==> src/rtl/busy_monitor.sv <==
module busy_monitor #(
  parameter int DATA_W = 16,
  parameter int CNT_W  = 16,
  parameter int LANES  = 4
) (
  input  logic              clk,
  input  logic              rst,
  input  logic [7:0]        msg,
  input  logic              perr_pulse,
  input  logic [1:0]        reg_addr,
  input  logic              reg_wr,
  input  logic [DATA_W-1:0] reg_wdata,
  output logic [DATA_W-1:0] reg_rdata,
  output logic              busy_now,
  output logic [LANES-1:0]  dest_busy
);
  localparam int NSRC = 6;
  localparam logic [CNT_W-1:0] CNT_MAX = '1;

  logic [CNT_W-1:0] err_cnt;
  logic [NSRC-1:0]  flags;
  logic [LANES-1:0] mask;
  logic [NSRC-1:0]  src;
  logic             clr_cnt, clr_flags;

  assign src       = {msg[6:4], msg[2:0]};
  assign busy_now  = |src;
  assign clr_cnt   = reg_wr && reg_addr == 2'd2 && reg_wdata[0];
  assign clr_flags = reg_wr && reg_addr == 2'd2 && reg_wdata[1];

  always_ff @(posedge clk) begin
    if (rst) err_cnt <= '0;
    else if (clr_cnt) err_cnt <= '0;
    else if (perr_pulse && err_cnt != CNT_MAX) err_cnt <= err_cnt + 1'b1;
  end

  always_ff @(posedge clk) begin
    if (rst) flags <= '0;
    else if (clr_flags) flags <= '0;
    else flags <= flags | src;
  end

  always_ff @(posedge clk) begin
    if (rst) mask <= '0;
    else if (reg_wr && reg_addr == 2'd3) mask <= reg_wdata[LANES-1:0];
  end

  always_ff @(posedge clk) begin
    if (rst) dest_busy <= '0;
    else dest_busy <= {LANES{busy_now}} & mask;
  end

  always_comb begin
    reg_rdata = '0;
    case (reg_addr)
      2'd0: reg_rdata[CNT_W-1:0] = err_cnt;
      2'd1: reg_rdata[NSRC-1:0]  = flags;
      2'd3: reg_rdata[LANES-1:0] = mask;
      default: reg_rdata = '0;
    endcase
  end

  a_r2_flag_sets: assert property (@(posedge clk) disable iff (rst)
    !clr_flags |=> ((flags & $past(src)) == $past(src)));
  a_r3_flag_sticky: assert property (@(posedge clk) disable iff (rst)
    !clr_flags |=> ((flags & $past(flags)) == $past(flags)));
  a_r4_cnt_step: assert property (@(posedge clk) disable iff (rst)
    (!clr_cnt && perr_pulse && err_cnt != CNT_MAX) |=> err_cnt == $past(err_cnt) + 1'b1);
  a_r4_cnt_hold: assert property (@(posedge clk) disable iff (rst)
    (!clr_cnt && !perr_pulse) |=> $stable(err_cnt));
  a_r5_no_overflow: assert property (@(posedge clk) disable iff (rst)
    (!clr_cnt && err_cnt == CNT_MAX) |=> err_cnt == CNT_MAX);
  a_r6_cnt_clear: assert property (@(posedge clk) disable iff (rst)
    clr_cnt |=> err_cnt == '0);
  a_r6_flag_clear: assert property (@(posedge clk) disable iff (rst)
    clr_flags |=> flags == '0);
  a_r9_idle_lanes: assert property (@(posedge clk) disable iff (rst)
    !busy_now |=> dest_busy == '0);
  a_r10_reset: assert property (@(posedge clk)
    rst |=> (err_cnt == '0 && flags == '0 && mask == '0 && dest_busy == '0));
endmodule

==> config.mk <==
export PLATFORM = sky130hd
export DESIGN_NAME = busy_monitor
export DESIGN_NICKNAME = d
export VERILOG_FILES = /design/src/rtl/busy_monitor.sv
export SDC_FILE = /design/constraint.sdc
export NUM_CORES = 1
export LEC_CHECK = 0
export BUFFER_PORTS_ARGS = -buffer_cell sky130_fd_sc_hd__buf_2
export CORE_MARGIN = 3
export CORE_UTILIZATION = 30
export CTS_CLUSTER_SIZE = 8
export DETAILED_ROUTE_END_ITERATION = 12
export GPL_TIMING_DRIVEN = 1
export HOLD_SLACK_MARGIN = 0.12
export PLACE_DENSITY = 0.62
export RECOVER_POWER = 25
export SYNTH_ARGS = -nofsm -noshare
export SYNTH_HDL_FRONTEND = slang
export SYNTH_SLANG_ARGS = --single-unit
==> constraint.sdc <==
create_clock -name clk -period 2.3 [get_ports clk]
set_clock_uncertainty 0.05 [all_clocks]
set_input_delay 0.23 -clock clk [delete_from_list [all_inputs] [get_ports clk]]
set_output_delay 0.23 -clock clk [all_outputs]
set_load 0.05 [all_outputs]
# [After elaboration in Yosys (flattened, before gate mapping)]
# Cells that the tools add are included.
[totals] regBits=30 inputBits=30 elab_cells=23
[op_classes] add_sub_neg=1 n_eq_ne=4 n_mux=3 bitwise_logic=2 reduce_logical=9
[op_table] cell="$add A16 B1 Y16 const B" n=1
[op_table] cell="$ne A16 B16 Y1 const B" n=1
[op_table] cell="$pmux W4 S3" n=1
[op_table] cell="$mux W10" n=1
[op_table] cell="$or A6 B6 Y6" n=1
[op_table] cell="$reduce_or A6 Y1" n=1
[op_table] cell="$logic_and A1 B1 Y1" n=5
[op_table] cell="$and A4 B4 Y4" n=1
[op_table] cell="$eq A2 B2 Y1 const B" n=2
[op_table] cell="$pmux W2 S2" n=1
[op_table] cell="$reduce_or A2 Y1" n=2
[op_table] cell="$eq A2 B1 Y1 const B" n=1
[op_table] cell="$logic_not A2 Y1" n=1

# [Depth between registers and ports, before layout]
# Gate-level depths: netlist of the first run.
[logic_depth] depth_word=4 mapped_depth=5 ltp_nobuf=5

# [Worst setup path after synthesis of the first run]
# Ideal clock, no wire load.
[synth_path] path_type="input -> output" startpoint="input port reg_addr[0]" endpoint="output port reg_rdata[1]" arrival_ps=1945 t_required_ps=2020 setup_slack_ps=75 stages=4 n_path_buf=2 path_cell_list="buf_2 buf_1 mux2i_1 o21ai_0"
[synth_via] elab_chain_cells=2 word_cells_on_any_way=4 classes_between="2 x eq/ne; 1 x mux; 1 x reduce/logical"
[synth_lines] element="from (decl)" line="10" text="input logic [1:0] reg_addr,"
[synth_lines] element="$eq A2 B2 Y1, or another cell as far along" line="55" text="case (reg_addr)"
[synth_lines] element="$pmux W4 S3 *" line="55"
[synth_lines] element="to (decl)" line="13" text="output logic [DATA_W-1:0] reg_rdata,"
# Mark *: on every way between the ends. The rest lies on a longest branch, timed or not.

# [Final worst setup path of the first run]
[layout_path] startpoint="register err_cnt[0]" endpoint="register err_cnt[4]"
[layout_via] elab_chain_cells=2 word_cells_on_any_way=3 classes_between="1 x add/sub; 1 x eq/ne; 1 x reduce/logical"
[layout_lines] element="from (decl)" line="20" text="logic [CNT_W-1:0] err_cnt;"
[layout_lines] element="from (signal assigned)" line="34" text="else if (perr_pulse && err_cnt != CNT_MAX) err_cnt <= err_cnt + 1'b1;"
[layout_lines] element="parallel branches: the longest is 2 deep, another holds $add A16 B1 Y16"
# Parallel ways; which one is timed is not known.
# A chain may end at the register's enable or synchronous reset.

==> results.py, run 1 <==
metrics = {
    "outcome": {
        "result_of_the_run": "completed",
    },
    "pwr": {
        "power.clock.fraction_pct": 39.8,
        "intPower_mw": 0.815,
        "sw_frac_of_total_pct": 25.3,
        "total_switching_power_mw": 0.276,
        "p_total_mw": 1.09,
        "seq_power_share_pct": 50.0,
        "static-leakage-power_nw": 0.732,
        "vdd_ir_drop_max_mv": 0.390,
        "power.share.combinational_pct": 10.2,
        "cellPowerDensity_nw_per_um2": 587,
    },
    "sta": {
        "period_minus_slack_ns": 2.09,
        "totalNegativeSetupSlack_ns": 0,
        "worst_pin_slew_ns": 0.803,
        "drv_slew": 0,
        "rsz0062_at_grt": "false",
        "final.period_utilization_pct": 90.9,
        "timing.fmax_ghz": 0.478,
        "slew-limit-headroom_pct": 46.4,
        "final-setup-viol-count": 0,
        "final_hold_viol_count": 0,
    },
    "floorplan": {
        "die_width_um": 77.2,
        "std_cell_rows": 25,
        "initial_utilization_pct": 31.6,
        "core-area_sq_um": 4820,
        "die_h_um": 77.2,
        "fp.dieArea_sq_um": 5970,
        "floorplan.io_pins": 51,
    },
    "critical_path": {
        "worst_path_largest_cell_delay_ns": 0.50,
        "cp_slowest_cell": "sky130_fd_sc_hd__nor4_4",
        "critPathArrivalTime_ns": 2.23,
        "crit_path_start_kind": "flop",
        "worst_r2r_path_depth": 5,
        "path_cells": "ha_1, nand4_1, nor4_4, nor2_1, a211oi_1",
        "crit_path_max_fanout": 9,
        "crit_path_required_time_ns": 2.44,
        "crit_path_end_kind": "flop",
        "timing_worst_setup_path_type": "reg2reg",
    },
    "route": {
        "route.vias.total": 1433,
        "number_of_antenna_violating_nets_in_the_routed_design": 0,
        "route.detailed.drc": 0,
        "total_wire_length_after_detailed_routing_um": 3640,
        "route.detailed.vias_per_inst": 5.12,
        "avgRoutedWirePerCell_um": 13.0,
        "dr.first_iter.drc_count": 83,
        "pre_repair_dr_iteration_count": 4,
    },
    "clock_tree": {
        "clockRootBuffer": "sky130_fd_sc_hd__clkbuf_8",
        "worst_setup_hold_path_clk_slew_ns": 0.06,
        "worstSkewPairLatency_ns": 0.28,
        "cts-buffers-inserted": 5,
        "cts_buffer_depth": 2,
        "cts_repair_resize_count": 0,
        "tritoncts": "done",
        "cts_htree_levels": 2,
        "cts.sink_count": 30,
    },
    "logic_synthesis": {
        "ys_ff_latch": 30,
        "ys_types": 37,
        "synth_warnings": 0,
        "cell_area_after_synthesis_sq_um": 1520,
        "number_of_nets_in_the_synthesized_netlist": 204,
        "ys_seq_area_share_pct": 39.4,
        "avgSynthCellArea_sq_um": 8.80,
        "postSynthCellCount": 173,
    },
    "grt": {
        "wire_length_of_the_first_global_routing_pass_um": 6230,
        "largest_net_degree_at_the_start_of_global_routing": 18,
        "first_global_vias": 1323,
        "groute.usage.overall_pct": 12.9,
        "antenna_violations_before_repair": 0,
        "total_global_routing_overflow": 0,
    },
    "placement": {
        "place.detailed.hpwl_um": 2680,
        "place.gp.congestion": 0.818,
        "portBuffers": 36,
    },
    "final_layout": {
        "num_antenna_cells": 0,
        "syn2layout_area_growth_pct": 22.1,
        "finalNetCount": 243,
        "post_route_cells_drive_above_1_share_pct": 21.6,
        "final_util_pct": 38.6,
    },
    "min_path": {
        "hold_path_depth": 2,
        "worst_hold_path_type": "in2reg",
    },
    "job": {
        "cap_violations": 0,
    },
}
power by group through the flow:
stage	clock, mW	sequential, mW	combinational, mW
2_1_floorplan	0	0.559	0.0728
3_3_place_gp	0	0.557	0.107
3_5_place_dp	0	0.557	0.108
4_1_cts	0.450	0.545	0.112
5_1_grt	0.473	0.547	0.124
6_report	0.434	0.546	0.111
repair_timing:
item | 4_1_cts | 5_1_grt
setup endpoints to repair | 0 | 0
endpoints found under the hold margin | 3 | 0
setup buffers | 0 | 0
hold buffers | 3 | 0
path summary, 6_finish.rpt:
check	start	slack, ns	endpoint
hold / removal	msg[5]	0.13	flags[4]$_SDFF_PP0_
hold reg to reg	flags[0]$_SDFF_PP0_	0.40	flags[0]$_SDFF_PP0_
setup / recovery	err_cnt[0]$_SDFFE_PP0P_	0.21	err_cnt[4]$_SDFFE_PP0P_
setup reg to reg	err_cnt[0]$_SDFFE_PP0P_	0.21	err_cnt[4]$_SDFFE_PP0P_
metrics by stage:
step                cells  area, sq um  hold slack (ns)  setup slack (ns)
floorplan             173         1520            0.290            0.0746
global placement      269         1740            0.389             0.325
detailed placement    269         1740            0.393             0.292
CTS                   280         1870            0.122             0.248
global route          280         1860            0.137            0.0355
finish                280         1860            0.130             0.210
per-layer routing:
| metal | track usage [%] | vias up | routed length [um] |
|---|---|---|---|
| li1 | - | 728 | - |
| met1 | 17.5 | 672 | 1800 |
| met2 | 19.6 | 28 | 1640 |
| met3 | 3.52 | 5 | 150 |
| met4 | 4.27 | 0 | 48 |
| met5 | 0 | - | 0 |
registers in the layout, indices dropped and copies added, names as in the netlist:
register,count
dest_busy,4
flags,6
err_cnt,16
mask,4
cell usage in the layout, fill, tap and decap left out, types with 2 or more instances in the layout:
cell type                       synthesis  final
sky130_fd_sc_hd__nor2_1                15     15
sky130_fd_sc_hd__o21ai_0               10     10
sky130_fd_sc_hd__dfxtp_1               30     30
sky130_fd_sc_hd__buf_2                  1     31
sky130_fd_sc_hd__a21oi_1               11     11
sky130_fd_sc_hd__or3_1                  6      6
sky130_fd_sc_hd__o41ai_1                2      2
sky130_fd_sc_hd__o31ai_1                4      4
sky130_fd_sc_hd__and2_1                11     11
sky130_fd_sc_hd__clkbuf_8               0      6
sky130_fd_sc_hd__nor3_1                 4      4
sky130_fd_sc_hd__dlygate4sd3_1          0      3
sky130_fd_sc_hd__o21ai_1                2      2
sky130_fd_sc_hd__and4_1                 3      3
sky130_fd_sc_hd__mux2i_1               11     11
sky130_fd_sc_hd__or4_1                  5      5
sky130_fd_sc_hd__nand4_1                5      5
sky130_fd_sc_hd__nand3_2                2      2
sky130_fd_sc_hd__nand2_1                9      9
sky130_fd_sc_hd__inv_1                  4      4
sky130_fd_sc_hd__clkbuf_1               3      6
sky130_fd_sc_hd__o21a_1                 8      8
sky130_fd_sc_hd__nand3_1               10     10
critical path, delay by kind of cell, from the launching register on:
family	cells	cell delay, ns
AO/OA/AOI/OAI	1	0.27
AND/OR/NAND/NOR	3	0.97
adder cells (fa/ha/maj)	1	0.29
flip-flops	1	0.42
logic make-up (layout without fill, tap and decap cells):
logic type	after synthesis	after routing	share of synthesized area (%)
multiplexers	11	11	7.23
AO/OA/AOI/OAI	43	43	18.2
adder cells (fa/ha/maj)	1	1	0.822
buffers and inverters	11	51	3.78
flip-flops	30	30	39.4
AND/OR/NAND/NOR	77	77	30.5
synthesized netlist by cell type, drive strengths merged:
| cell type | count | area, sq um |
|---|---|---|
| and2 | 11 | 68.8 |
| nand3 | 12 | 70.1 |
| or2 | 1 | 8.76 |
| mux2i | 11 | 110 |
| o311ai | 1 | 8.76 |
| a31oi | 1 | 6.26 |
| clkbuf | 3 | 11.3 |
| o21a | 8 | 60.1 |
| nor2 | 15 | 56.3 |
| buf | 4 | 31.3 |
| o41ai | 3 | 33.8 |
| nand2 | 9 | 33.8 |
| a21oi | 11 | 55.1 |
| a41oi | 1 | 8.76 |
| and4 | 3 | 26.3 |
| or4 | 5 | 37.5 |
| or3 | 6 | 37.5 |
| dfxtp | 30 | 601 |
| inv | 4 | 15.0 |
| and4b | 1 | 10.0 |
| and3 | 1 | 7.51 |
| o211ai | 1 | 7.51 |
| or4b | 1 | 10.0 |
| a211oi | 1 | 7.51 |
| nand4 | 6 | 43.8 |
| o21ai | 12 | 60.1 |
| nor3 | 4 | 20.0 |
| ha | 1 | 12.5 |
| nor4 | 2 | 33.8 |
| o31ai | 4 | 30.0 |
cell type report:
cell class	instances	area [sq um]
Timing Repair Buffer	39	204
Clock buffer	7	86.3
Sequential cell	30	601
Tap cell	67	83.8
Inverter	4	15.0
Clock inverter	1	5.00
Fill cell	508	2960
Multi-Input combinational cell	132	865
Power figures use the tool's default switching activity.
==> run 2: changes to the inputs <==
PLACE_DENSITY = default   (was 0.62)
PLACE_DENSITY_LB_ADDON = 0.12   (was default)
==> run 2 against run 1 <==
- die area is the same
- critical endpoint unchanged
- critical path depth unchanged
- worst hold slack got worse by 0.0014 ns
- register-to-register slack better by 0.04 ns
- maximum frequency is 2.0% higher
- non-clock buffer count unchanged
- total power fell by 3.6%
- highest routed layer unchanged
- combinational power barely moved
==> results.py, run 2 (synthesis results as in run 1) <==
metrics = {
    "outcome": {
        "result_of_the_run": "completed",
    },
    "final_layout": {
        "syn2layout_area_growth_pct": 21.3,
        "layout_common_cells": "31 x sky130_fd_sc_hd__buf_2, 30 x sky130_fd_sc_hd__dfxtp_1, 15 x sky130_fd_sc_hd__nor2_1",
        "registers.top_by_ff_count": "err_cnt",
        "finalNetCount": 243,
        "post_route_cells_drive_above_1_share_pct": 21.7,
        "num_antenna_cells": 0,
        "largest_register_ff_count": 16,
        "layout.cells.most_common": "sky130_fd_sc_hd__buf_2",
        "layout_top_registers": "err_cnt (16), flags (6)",
    },
    "clock_tree": {
        "cts.sink_count": 30,
        "clockRootBuffer": "sky130_fd_sc_hd__clkbuf_8",
        "cts.hold.buffers_added": 3,
        "cts_buffer_depth": 2,
        "worst_setup_hold_path_clk_slew_ns": 0.06,
        "cts_repair_resize_count": 0,
        "worstSkewPairLatency_ns": 0.27,
        "cts-buffers-inserted": 5,
        "postCtsSetupBuffers": 0,
        "tritoncts": "done",
        "cts_htree_levels": 2,
    },
    "route": {
        "total_wire_length_after_detailed_routing_um": 3840,
        "avgRoutedWirePerCell_um": 13.8,
        "route.detailed.drc": 0,
        "pre_repair_dr_iteration_count": 4,
        "dr.first_iter.drc_count": 93,
        "route.vias.total": 1439,
        "route.detailed.vias_per_inst": 5.16,
        "number_of_antenna_violating_nets_in_the_routed_design": 0,
    },
    "critical_path": {
        "crit_path_required_time_ns": 2.43,
        "timing_worst_setup_path_type": "reg2reg",
        "r2r_slack_ns": 0.25,
        "worst_path_largest_cell_delay_ns": 0.48,
        "critPathArrivalTime_ns": 2.18,
        "crit_path_end": "err_cnt[4]$_SDFFE_PP0P_",
        "crit_path_max_fanout": 9,
        "r2r_end": "err_cnt[4]$_SDFFE_PP0P_",
        "critPathLaunch": "err_cnt[0]$_SDFFE_PP0P_",
        "crit_path_end_kind": "flop",
        "worst_r2r_path_depth": 5,
        "worstReg2RegStart": "err_cnt[0]$_SDFFE_PP0P_",
        "crit_path_start_kind": "flop",
        "cp_slowest_cell": "sky130_fd_sc_hd__nor4_4",
        "path_cells": "ha_1, nand4_1, nor4_4, nor2_1, a211oi_1",
    },
    "grt": {
        "antenna_violations_before_repair": 0,
        "largest_net_degree_at_the_start_of_global_routing": 18,
        "wire_length_of_the_first_global_routing_pass_um": 6690,
        "first_global_vias": 1394,
        "total_global_routing_overflow": 0,
        "groute.usage.overall_pct": 14.0,
    },
    "placement": {
        "place.detailed.hpwl_um": 2960,
        "place.gp.congestion": 0.842,
        "portBuffers": 36,
    },
    "floorplan": {
        "fp.dieArea_sq_um": 5970,
        "core-area_sq_um": 4820,
        "die_h_um": 77.2,
        "std_cell_rows": 25,
        "floorplan.io_pins": 51,
        "die_width_um": 77.2,
        "initial_utilization_pct": 31.6,
    },
    "pwr": {
        "cellPowerDensity_nw_per_um2": 569,
        "static-leakage-power_nw": 0.727,
        "vdd_ir_drop_max_mv": 0.375,
        "p_total_mw": 1.05,
    },
    "min_path": {
        "worst_hold_path_type": "in2reg",
        "hold_path_startpoint": "msg[5]",
    },
    "job": {
        "cap_violations": 0,
    },
    "sta": {
        "final-setup-viol-count": 0,
        "totalNegativeSetupSlack_ns": 0,
        "final.period_utilization_pct": 89.1,
        "drv_slew": 0,
        "final_hold_viol_count": 0,
        "timing.fmax_ghz": 0.488,
        "worst_pin_slew_ns": 0.873,
        "rsz0062_at_grt": "false",
        "slew-limit-headroom_pct": 41.8,
        "period_minus_slack_ns": 2.05,
    },
}
## run 2: cell count changes in the layout (fill, tap and decap cells not counted), sizes merged
| cell | delta |
|---|---|
| clkinv | +1 |
| clkbuf | -2 |
## run 2: layout make-up
| type | count | area [sq um] |
|---|---|---|
| clock buffer | 5 | 68.8 |
| clock inverter | 2 | 10.0 |
| fill | 541 | 2970 |
| inverter | 4 | 15.0 |
| multi-input combinational | 132 | 865 |
| sequential | 30 | 601 |
| tap | 67 | 83.8 |
| timing repair buffer | 39 | 204 |
## run 2: worst min path at each step
stage                           end  slack [ns]  cells after the start
6_report        flags[4]$_SDFF_PP0_        0.13                      2
5_1_grt        mask[2]$_SDFFE_PP0P_        0.14                      3
4_1_cts         flags[4]$_SDFF_PP0_        0.12                      2
3_5_place_dp    flags[2]$_SDFF_PP0_        0.39                      1
3_3_place_gp    flags[2]$_SDFF_PP0_        0.39                      1
2_1_floorplan   flags[1]$_SDFF_PP0_        0.29                      1
## run 2: power by group
| group | total [mW] | switching, mW | internal, mW |
|---|---|---|---|
| Combinational | 0.111 | 0.0720 | 0.0394 |
| Sequential | 0.546 | 0.0109 | 0.535 |
| Clock | 0.395 | 0.192 | 0.203 |
## run 2: per-stage QoR
stage,setup slack [ns],area (sq um),util [%],hold WS [ns],std cells
after CTS,0.281,1850,38.5,0.122,279
after detailed placement,0.297,1740,36.2,0.393,269
after global routing,0.0280,1850,38.3,0.136,279
after global placement,0.311,1740,36.2,0.392,269
after floorplan,0.0746,1520,-,0.290,173
final,0.250,1850,38.3,0.129,279
## run 2: worst max-delay path, delay by kind of cell, from the launching register on
kind / cells / cell delay [ns]
flops: 1 / 0.44
fa+ha+maj: 1 / 0.28
compound gates: 1 / 0.27
simple gates: 3 / 0.93
## run 2: layer usage
layer / wire [um] / GRT usage, % / part of all wire [%] / vias up
li1: - / - / - / 727
met1: 1830 / 18.6 / 48 / 678
met2: 1770 / 21.6 / 46 / 29
met3: 187 / 4.11 / 4.9 / 5
met4: 46 / 4.98 / 1.2 / 0
met5: 0 / 0 / 0 / -
